==> src/rtl/evt_ctr_pkg.sv <==
package evt_ctr_pkg;
  localparam int unsigned CTR_W   = 64;
  localparam int unsigned ID_W    = 15;
  localparam int unsigned IDX_W   = 5;
  localparam int unsigned STAT_W  = 32;
  localparam int unsigned OVF_BIT = 63;

  typedef logic [CTR_W-1:0] word_t;
  typedef logic [ID_W-1:0]  evt_id_t;

  // out-of-range IDs collapse to 0 (counts nothing)
  function automatic evt_id_t legal_id(input evt_id_t id, input int unsigned id_max);
    if (id != '0 && 32'(id) < id_max) return id;
    return '0;
  endfunction
endpackage

==> src/rtl/evt_ctr_slot.sv <==
module evt_ctr_slot
  import evt_ctr_pkg::*;
#(
  parameter int unsigned EVT_ID_MAX = 100
) (
  input  logic  clk_i,
  input  logic  rst_ni,
  input  logic  cnt_we_i,
  input  logic  sel_we_i,
  input  word_t wdata_i,
  input  logic  inc_i,
  input  logic  inh_i,
  input  logic  stat_i,
  output word_t cnt_o,
  output word_t sel_o,
  output logic  set_o,
  output logic  clr_o
);
  word_t   cnt_q;
  evt_id_t id_q;
  logic    flag_q;
  logic    inc_en;
  logic    wrap;

  assign inc_en = inc_i && !inh_i && !cnt_we_i;
  assign wrap   = inc_en && (&cnt_q);
  assign set_o  = wrap && !stat_i;
  assign clr_o  = sel_we_i && !wdata_i[OVF_BIT] && stat_i;

  always_ff @(posedge clk_i or negedge rst_ni) begin
    if (!rst_ni) begin
      cnt_q <= '0;
    end else if (cnt_we_i) begin
      cnt_q <= wdata_i;
    end else if (inc_en) begin
      cnt_q <= cnt_q + 1'b1;
    end
  end

  always_ff @(posedge clk_i or negedge rst_ni) begin
    if (!rst_ni) begin
      id_q   <= '0;
      flag_q <= 1'b0;
    end else begin
      if (sel_we_i) id_q <= legal_id(wdata_i[ID_W-1:0], EVT_ID_MAX);
      if (set_o)         flag_q <= 1'b1;
      else if (sel_we_i) flag_q <= wdata_i[OVF_BIT];
    end
  end

  assign cnt_o = cnt_q;
  always_comb begin
    sel_o            = '0;
    sel_o[ID_W-1:0]  = id_q;
    sel_o[OVF_BIT]   = flag_q;
  end
endmodule

==> src/rtl/evt_ovf_status.sv <==
module evt_ovf_status
  import evt_ctr_pkg::*;
#(
  parameter int unsigned NUM_CTR = 8
) (
  input  logic              clk_i,
  input  logic              rst_ni,
  input  logic [NUM_CTR-1:0] set_i,
  input  logic [NUM_CTR-1:0] clr_i,
  output logic [STAT_W-1:0] stat_o,
  output logic              irq_o
);
  logic [NUM_CTR-1:0] bits_q;
  logic               irq_q;

  always_ff @(posedge clk_i or negedge rst_ni) begin
    if (!rst_ni) begin
      bits_q <= '0;
      irq_q  <= 1'b0;
    end else begin
      bits_q <= set_i | (bits_q & ~clr_i);
      irq_q  <= |set_i;
    end
  end

  // bit 0 reserved for the external cycle counter
  always_comb begin
    stat_o                = '0;
    stat_o[NUM_CTR:1]     = bits_q;
  end
  assign irq_o = irq_q;
endmodule

==> src/rtl/evt_ctr_bank.sv <==
module evt_ctr_bank
  import evt_ctr_pkg::*;
#(
  parameter int unsigned NUM_CTR    = 8,
  parameter int unsigned EVT_ID_MAX = 100
) (
  input  logic               clk_i,
  input  logic               rst_ni,
  input  logic [NUM_CTR-1:0] inc_i,
  input  logic [STAT_W-1:0]  inhibit_i,
  input  logic               wr_en_i,
  input  logic               wr_sel_i,
  input  logic [IDX_W-1:0]   wr_idx_i,
  input  logic [CTR_W-1:0]   wr_data_i,
  input  logic               rd_sel_i,
  input  logic [IDX_W-1:0]   rd_idx_i,
  output logic [CTR_W-1:0]   rd_data_o,
  output logic [STAT_W-1:0]  ovf_status_o,
  output logic               irq_o
);
  word_t              cnt   [NUM_CTR];
  word_t              sel   [NUM_CTR];
  logic [NUM_CTR-1:0] set_v;
  logic [NUM_CTR-1:0] clr_v;
  logic [STAT_W-1:0]  stat;

  for (genvar k = 0; k < NUM_CTR; k++) begin : g_slot
    logic hit;
    assign hit = wr_en_i && (32'(wr_idx_i) == k);

    evt_ctr_slot #(.EVT_ID_MAX(EVT_ID_MAX)) u_slot (
      .clk_i    (clk_i),
      .rst_ni   (rst_ni),
      .cnt_we_i (hit && !wr_sel_i),
      .sel_we_i (hit && wr_sel_i),
      .wdata_i  (wr_data_i),
      .inc_i    (inc_i[k]),
      .inh_i    (inhibit_i[k+1]),
      .stat_i   (stat[k+1]),
      .cnt_o    (cnt[k]),
      .sel_o    (sel[k]),
      .set_o    (set_v[k]),
      .clr_o    (clr_v[k])
    );
  end

  evt_ovf_status #(.NUM_CTR(NUM_CTR)) u_stat (
    .clk_i  (clk_i),
    .rst_ni (rst_ni),
    .set_i  (set_v),
    .clr_i  (clr_v),
    .stat_o (stat),
    .irq_o  (irq_o)
  );

  always_comb begin
    rd_data_o = '0;
    for (int k = 0; k < NUM_CTR; k++) begin
      if (32'(rd_idx_i) == k) rd_data_o = rd_sel_i ? sel[k] : cnt[k];
    end
  end

  assign ovf_status_o = stat;
endmodule

==> config.mk <==
export PLATFORM = sky130hd
export DESIGN_NAME = evt_ctr_bank
export DESIGN_NICKNAME = d
export VERILOG_FILES = /design/src/rtl/evt_ctr_pkg.sv /design/src/rtl/evt_ctr_slot.sv /design/src/rtl/evt_ovf_status.sv /design/src/rtl/evt_ctr_bank.sv
export SDC_FILE = /design/constraint.sdc
export NUM_CORES = 2
export LEC_CHECK = 0
export ABC_AREA = 1
export CAP_MARGIN = 10
export CORE_MARGIN = 3
export CORE_UTILIZATION = 50
export CTS_CLUSTER_DIAMETER = 200
export CTS_CLUSTER_SIZE = 16
export DETAILED_ROUTE_END_ITERATION = 8
export HOLD_SLACK_MARGIN = 0.06
export PLACE_DENSITY = 0.73
export SETUP_SLACK_MARGIN = 0.02
export SLEW_MARGIN = 15
export SYNTH_ARGS = -nofsm -noshare
export SYNTH_HDL_FRONTEND = slang
export SYNTH_SLANG_ARGS = --single-unit
==> constraint.sdc <==
create_clock -name clk_i -period 2 [get_ports clk_i]
set_input_delay 0.2 -clock clk_i [delete_from_list [all_inputs] [get_ports clk_i]]
set_output_delay 0.2 -clock clk_i [all_outputs]
set_load 0.1 [all_outputs]
==> flow_summary.toml, run 1 <==
[floorplanning]
ios = 216
rows = 110
die_h_um = 310
die_w_um = 310
start_util = 0.509

[cts]
clock-sinks = 649
htree_num_levels = 2
cts_root_buf = "clkbuf_16"
cts.path.max_buffers = 3
cts_buffers = 46

[yosys]
async_flop_share = 1.00
syn_area_um2 = 46200
synth-seq-cells = 649
syn_area_per_cell_um2 = 7.04
ys_seq_area_frac = 0.351
ys_warn_count = 0
synth.distinct_cells = 60
synth_edf_count = 0
syn_inst = 6565
synthFlopType = "dfrtp_1"

[global_route]
grt_usage = 0.777
grt_max_degree = 69
overflow = 104

[status]
lastStage = "global routing (5_1_grt)"
status = "did not finish"
stop_error = "[ERROR GRT-0232] Routing congestion too high. Check the congestion heatmap in the GUI."

[placement]
place_ws_ns = -0.852
hpwlAfterDp_um = 225000
portBuffers = 167
gp_congestion = 1.30

[timing]
worstEpCategory = "top-level output"
worstEndpointGrtRepair = "rd_data_o[63]"
-- synth_stat cells, types with 20 or more instances --
cell	count	share of area
nand2_1	1790	0.15
inv_1	809	0.066
dfrtp_1	649	0.35
nor2_1	619	0.050
xor2_1	373	0.071
o221ai_1	327	0.062
nand3_1	292	0.032
nor3_1	241	0.026
nand4_1	190	0.026
o21ai_0	186	0.020
clkbuf_1	184	0.015
a21oi_1	151	0.016
o211ai_1	117	0.019
nor4_1	59	0.0080
o2111ai_1	51	0.0097
a31oi_1	44	0.0060
o22ai_1	44	0.0060
buf_2	43	0.0047
xnor2_1	43	0.0081
nor2_2	39	0.0053
buf_4	37	0.0060
o21bai_1	31	0.0050
nor3_2	22	0.0048
nor2_4	20	0.0049
-- repair_timing --
item,4_1_cts
hold buffers,1
endpoints found under the setup margin,286
pin swaps,360
buffers inserted,266
endpoints found under the hold margin,521
resized for setup,982
cloned,12
-- through the flow --
step	cells	TNS, ns	area (um2)
after floorplan	6588	-2.27	47500
after global placement	9306	-141.94	63300
after detailed placement	9306	-181.63	63300
after CTS	9604	-45.25	70400
-- cells by family after synthesis --
group,count (synthesis),synth area share
buffers and inverters,1123,0.0960
multiplexers,3,0.000650
XOR/XNOR,416,0.0788
adder cells (fa/ha/maj),8,0.00217
AND/OR/NAND/NOR,3367,0.319
flip-flops,649,0.351
AO/OA/AOI/OAI,998,0.152
other,1,0.0000811
-- metal layers --
layer | GRT overflow | GRT usage
met5 | 0 | 0.407
met4 | 48 | 0.744
met3 | 4 | 0.673
met2 | 50 | 0.887
met1 | 2 | 0.796
==> run 2, diff against run 1 <==
--- a/config.mk
+++ b/config.mk
@@ -8,13 +8,9 @@
 export ABC_AREA = 1
 export CAP_MARGIN = 10
 export CORE_MARGIN = 3
-export CORE_UTILIZATION = 50
-export CTS_CLUSTER_DIAMETER = 200
-export CTS_CLUSTER_SIZE = 16
+export CORE_UTILIZATION = 35
 export DETAILED_ROUTE_END_ITERATION = 8
-export HOLD_SLACK_MARGIN = 0.06
-export PLACE_DENSITY = 0.73
-export SETUP_SLACK_MARGIN = 0.02
+export PLACE_DENSITY_LB_ADDON = 0.15
 export SLEW_MARGIN = 15
 export SYNTH_ARGS = -nofsm -noshare
 export SYNTH_HDL_FRONTEND = slang
==> constraint.sdc (replaced) <==
create_clock -name clk_i -period 2.6 [get_ports clk_i]
set_input_delay 0.26 -clock clk_i [delete_from_list [all_inputs] [get_ports clk_i]]
set_output_delay 0.26 -clock clk_i [all_outputs]
set_load 0.1 [all_outputs]
==> run 2 against run 1 <==
Compared with the run above: the flow now finishes, with violations (negative setup slack); synthesized area unchanged; synthesized cell count unchanged.
==> flow_summary.toml, run 2 <==
[timing]
worst_pin_slew_ns = 0.878
final_hold_viol_count = 0
whs_ns = 0.106
clock_skew_ns = 0.0274
finalSetupTns_ns = -0.574
setup_viol = 10
fmax_ghz = 0.355
finalCritPeriodShare = 1.08
fin_ws_ns = -0.220
relSlewSlack = 0.414
layout_min_cycle_time_ns = 2.82
rsz0062_at_grt = "yes"
report.final.slew_viol_count = 0

[yosys]
synth_fa_ha_area_frac = 0.00217
ys_warn_count = 0
syn_inst = 6565
synth-seq-cells = 649
syn_area_um2 = 46200
synth_compound_area_frac = 0.152
synthFlopType = "dfrtp_1"
synth_top_area_cell = "dfrtp_1"
yosys-top-cells-area = "dfrtp_1 (35%), nand2_1 (15%), xor2_1 (7.1%)"
ys_seq_area_frac = 0.351
async_flop_share = 1.00
synth.distinct_cells = 60
muxShareOfSynthArea = 0.000650
synth_commonest_cells = "nand2_1 (1790), inv_1 (809), dfrtp_1 (649)"
synth-xor-area-share = 0.0788
synth.most_common_cell = "nand2_1"
yosys.area_share.simple = 0.319
syn_area_per_cell_um2 = 7.04
synth_top_family_by_area = "simple AND/OR/NAND/NOR gates"
synth_edf_count = 0
netlist.area_leader.share = 0.351

[placement]
hpwlAfterDp_um = 249000
portBuffers = 167
placed_cell_area_um2 = 57800
gp_congestion = 1.14

[worst_setup_path]
arrival_ns = 2.56
cp.depth = 10
cpMaxStageDelayCell = "dfrtp_1"
crit_chain = "inv_2 -> nor2_2 -> a21oi_2 -> nor2_1 -> nor2_1 -> o211ai_1 -> a21oi_1 -> buf_4 -> nand4_1 -> buf_12"
cp-start-kind = "register"
cp.required_ns = 2.34
crit_path_frequent_cell = "nor2_1"
critPathKind = "register to output pin"
cp-end-kind = "output pin"
r2r_setup_slack_ns = -0.02
path_delay_family = "buffers and inverters"
crit_path_max_incr_delay_ns = 0.40
critPathMaxFanout = 3
reg2reg_depth = 13
crit_buf_inv = 3

[global_route]
grt_pass1_wl_um = 422000
grt_pass1_vias = 51650
grt_max_degree = 65
antenna_found_initial = 16
overflow = 0
grt_usage = 0.443

[floorplanning]
core_um2 = 130000
die_w_um = 369
rows = 132
die_h_um = 369
start_util = 0.355
fp.dieArea_um2 = 136000
ios = 216

[run]
max_cap_viol_count = 0

[worst_hold_path]
hp-class = "input port to asynchronous set/reset pin"

[power]
ir_worst_vdd_uv = 692
powerDensity_nw_per_um2 = 639
cellLeakagePower_nw = 27.8

[route]
viasPerCell = 5.95
dr.pass1.iters = 6
ant_nets = 0
routed_wl_um = 311000
drt-initial-drc-count = 8251
remaining_drc_errors = 0
vias = 56206
avgRoutedWirePerCell_um = 33.0

[cts]
cts_buffers = 87
htree_num_levels = 3
cts_root_buf = "clkbuf_16"
clock-sinks = 649
clk_pin_slew_ns = 0.07
cts.path.max_buffers = 3
clk-insertion-delay-late_ns = 0.73
cts_tree = "done"

[final_layout]
multi_input_area_um2 = 27700
final-seq-area_um2 = 16300
final_cell_mix = "nand2_1 (1746), buf_4 (929), inv_1 (740)"
fin_area_um2 = 64100
largest_reg_flops = 512
nFillCells = 13229
drive_gt1_frac = 0.237
final_common_cell = "nand2_1"
nNetsFinal = 7744
syn_to_final_growth_pct = 38.5

[status]
status = "complete, but fails checks"
violations = "negative setup slack"
==> run 2: final cells by class <==
type,instances,share of cell area
clock buffers,133,0.0411
well taps,1742,0.0340
diodes,14,0.000547
flip-flops and latches,649,0.254
repair buffers,1227,0.182
multi-input cells,4816,0.432
inverters,836,0.0500
clock inverters,23,0.00547
==> run 2: final timing paths <==
path                                                   end                        from
worst max register to register  g_slot[1].u_slot.cnt_o[51]   g_slot[1].u_slot.cnt_o[3]
worst min-delay path             g_slot[2].u_slot.cnt_o[3]                      rst_ni
min in group clk_i              g_slot[2].u_slot.cnt_o[44]               wr_data_i[44]
max in group asynchronous       g_slot[6].u_slot.cnt_o[22]                      rst_ni
worst min register to register    g_slot[4].u_slot.id_q[7]    g_slot[4].u_slot.id_q[7]
worst max-delay path                         rd_data_o[14]  g_slot[1].u_slot.cnt_o[14]
==> run 2: cell families (layout without fill, tap and decap cells) <==
kind of cell / Yosys count / count (layout)
AOI/OAI and AO/OA: 998 / 998
DFF: 649 / 649
and+or+nand+nor: 3367 / 3367
muxes: 3 / 3
xor gates and xnor gates: 416 / 416
buffers and inverters: 1123 / 2219
adders and majority gates: 8 / 8
other: 1 / 38
==> run 2: repair_timing <==
action                                  CTS  global route
buffers inserted                         94            25
pin swaps                               111            69
hold endpoints to repair                234             0
endpoints found under the setup margin   64           100
resized for setup                       493           127
hold buffers                              1             0
gates cloned                              5             1
==> run 2: per-stage QoR <==
| stage | std cells | utilization | total power, W | setup WS, ns |
|---|---|---|---|---|
| 2_1_floorplan | 6588 | - | 0.0196 | -0.472 |
| 5_1_grt | 9426 | 0.491 | 0.0421 | -0.315 |
| 4_1_cts | 9408 | 0.487 | 0.0402 | -0.292 |
| 6_report | 9440 | 0.492 | 0.0409 | -0.220 |
| 3_5_place_dp | 9176 | 0.443 | 0.0264 | -0.610 |
| 3_3_place_gp | 9175 | 0.443 | 0.0263 | -0.671 |
==> run 2: worst register-to-register path, stage by stage (launching register included) <==
cell and delay, ns:
dfrtp_2 0.40, buf_4 0.16, nand2_2 0.10, nor2_1 0.15, nand2_2 0.16, nor2_4 0.13
nand2_1 0.11, nor2_1 0.21, nand2_2 0.16, nor2_4 0.19, nand4_1 0.28, buf_4 0.24
xor2_1 0.13, o21bai_1 0.12
==> run 2: metal layers <==
metal  GRT usage  up-vias  routed length [um]
met4       0.229       12               20200
met3       0.171      677               42600
met1       0.624    27681              131000
met2       0.577     3715              117000
li1            -    24121                   -
met5     0.00641        -                 185
==> run 2: power by group <==
part | internal (W) | switching, W | total [W]
logic | 0.00472 | 0.00856 | 0.0133
registers | 0.0121 | 0.00258 | 0.0146
clock network | 0.00750 | 0.00550 | 0.0130
No activity file was read; power rests on OpenSTA's default activity.
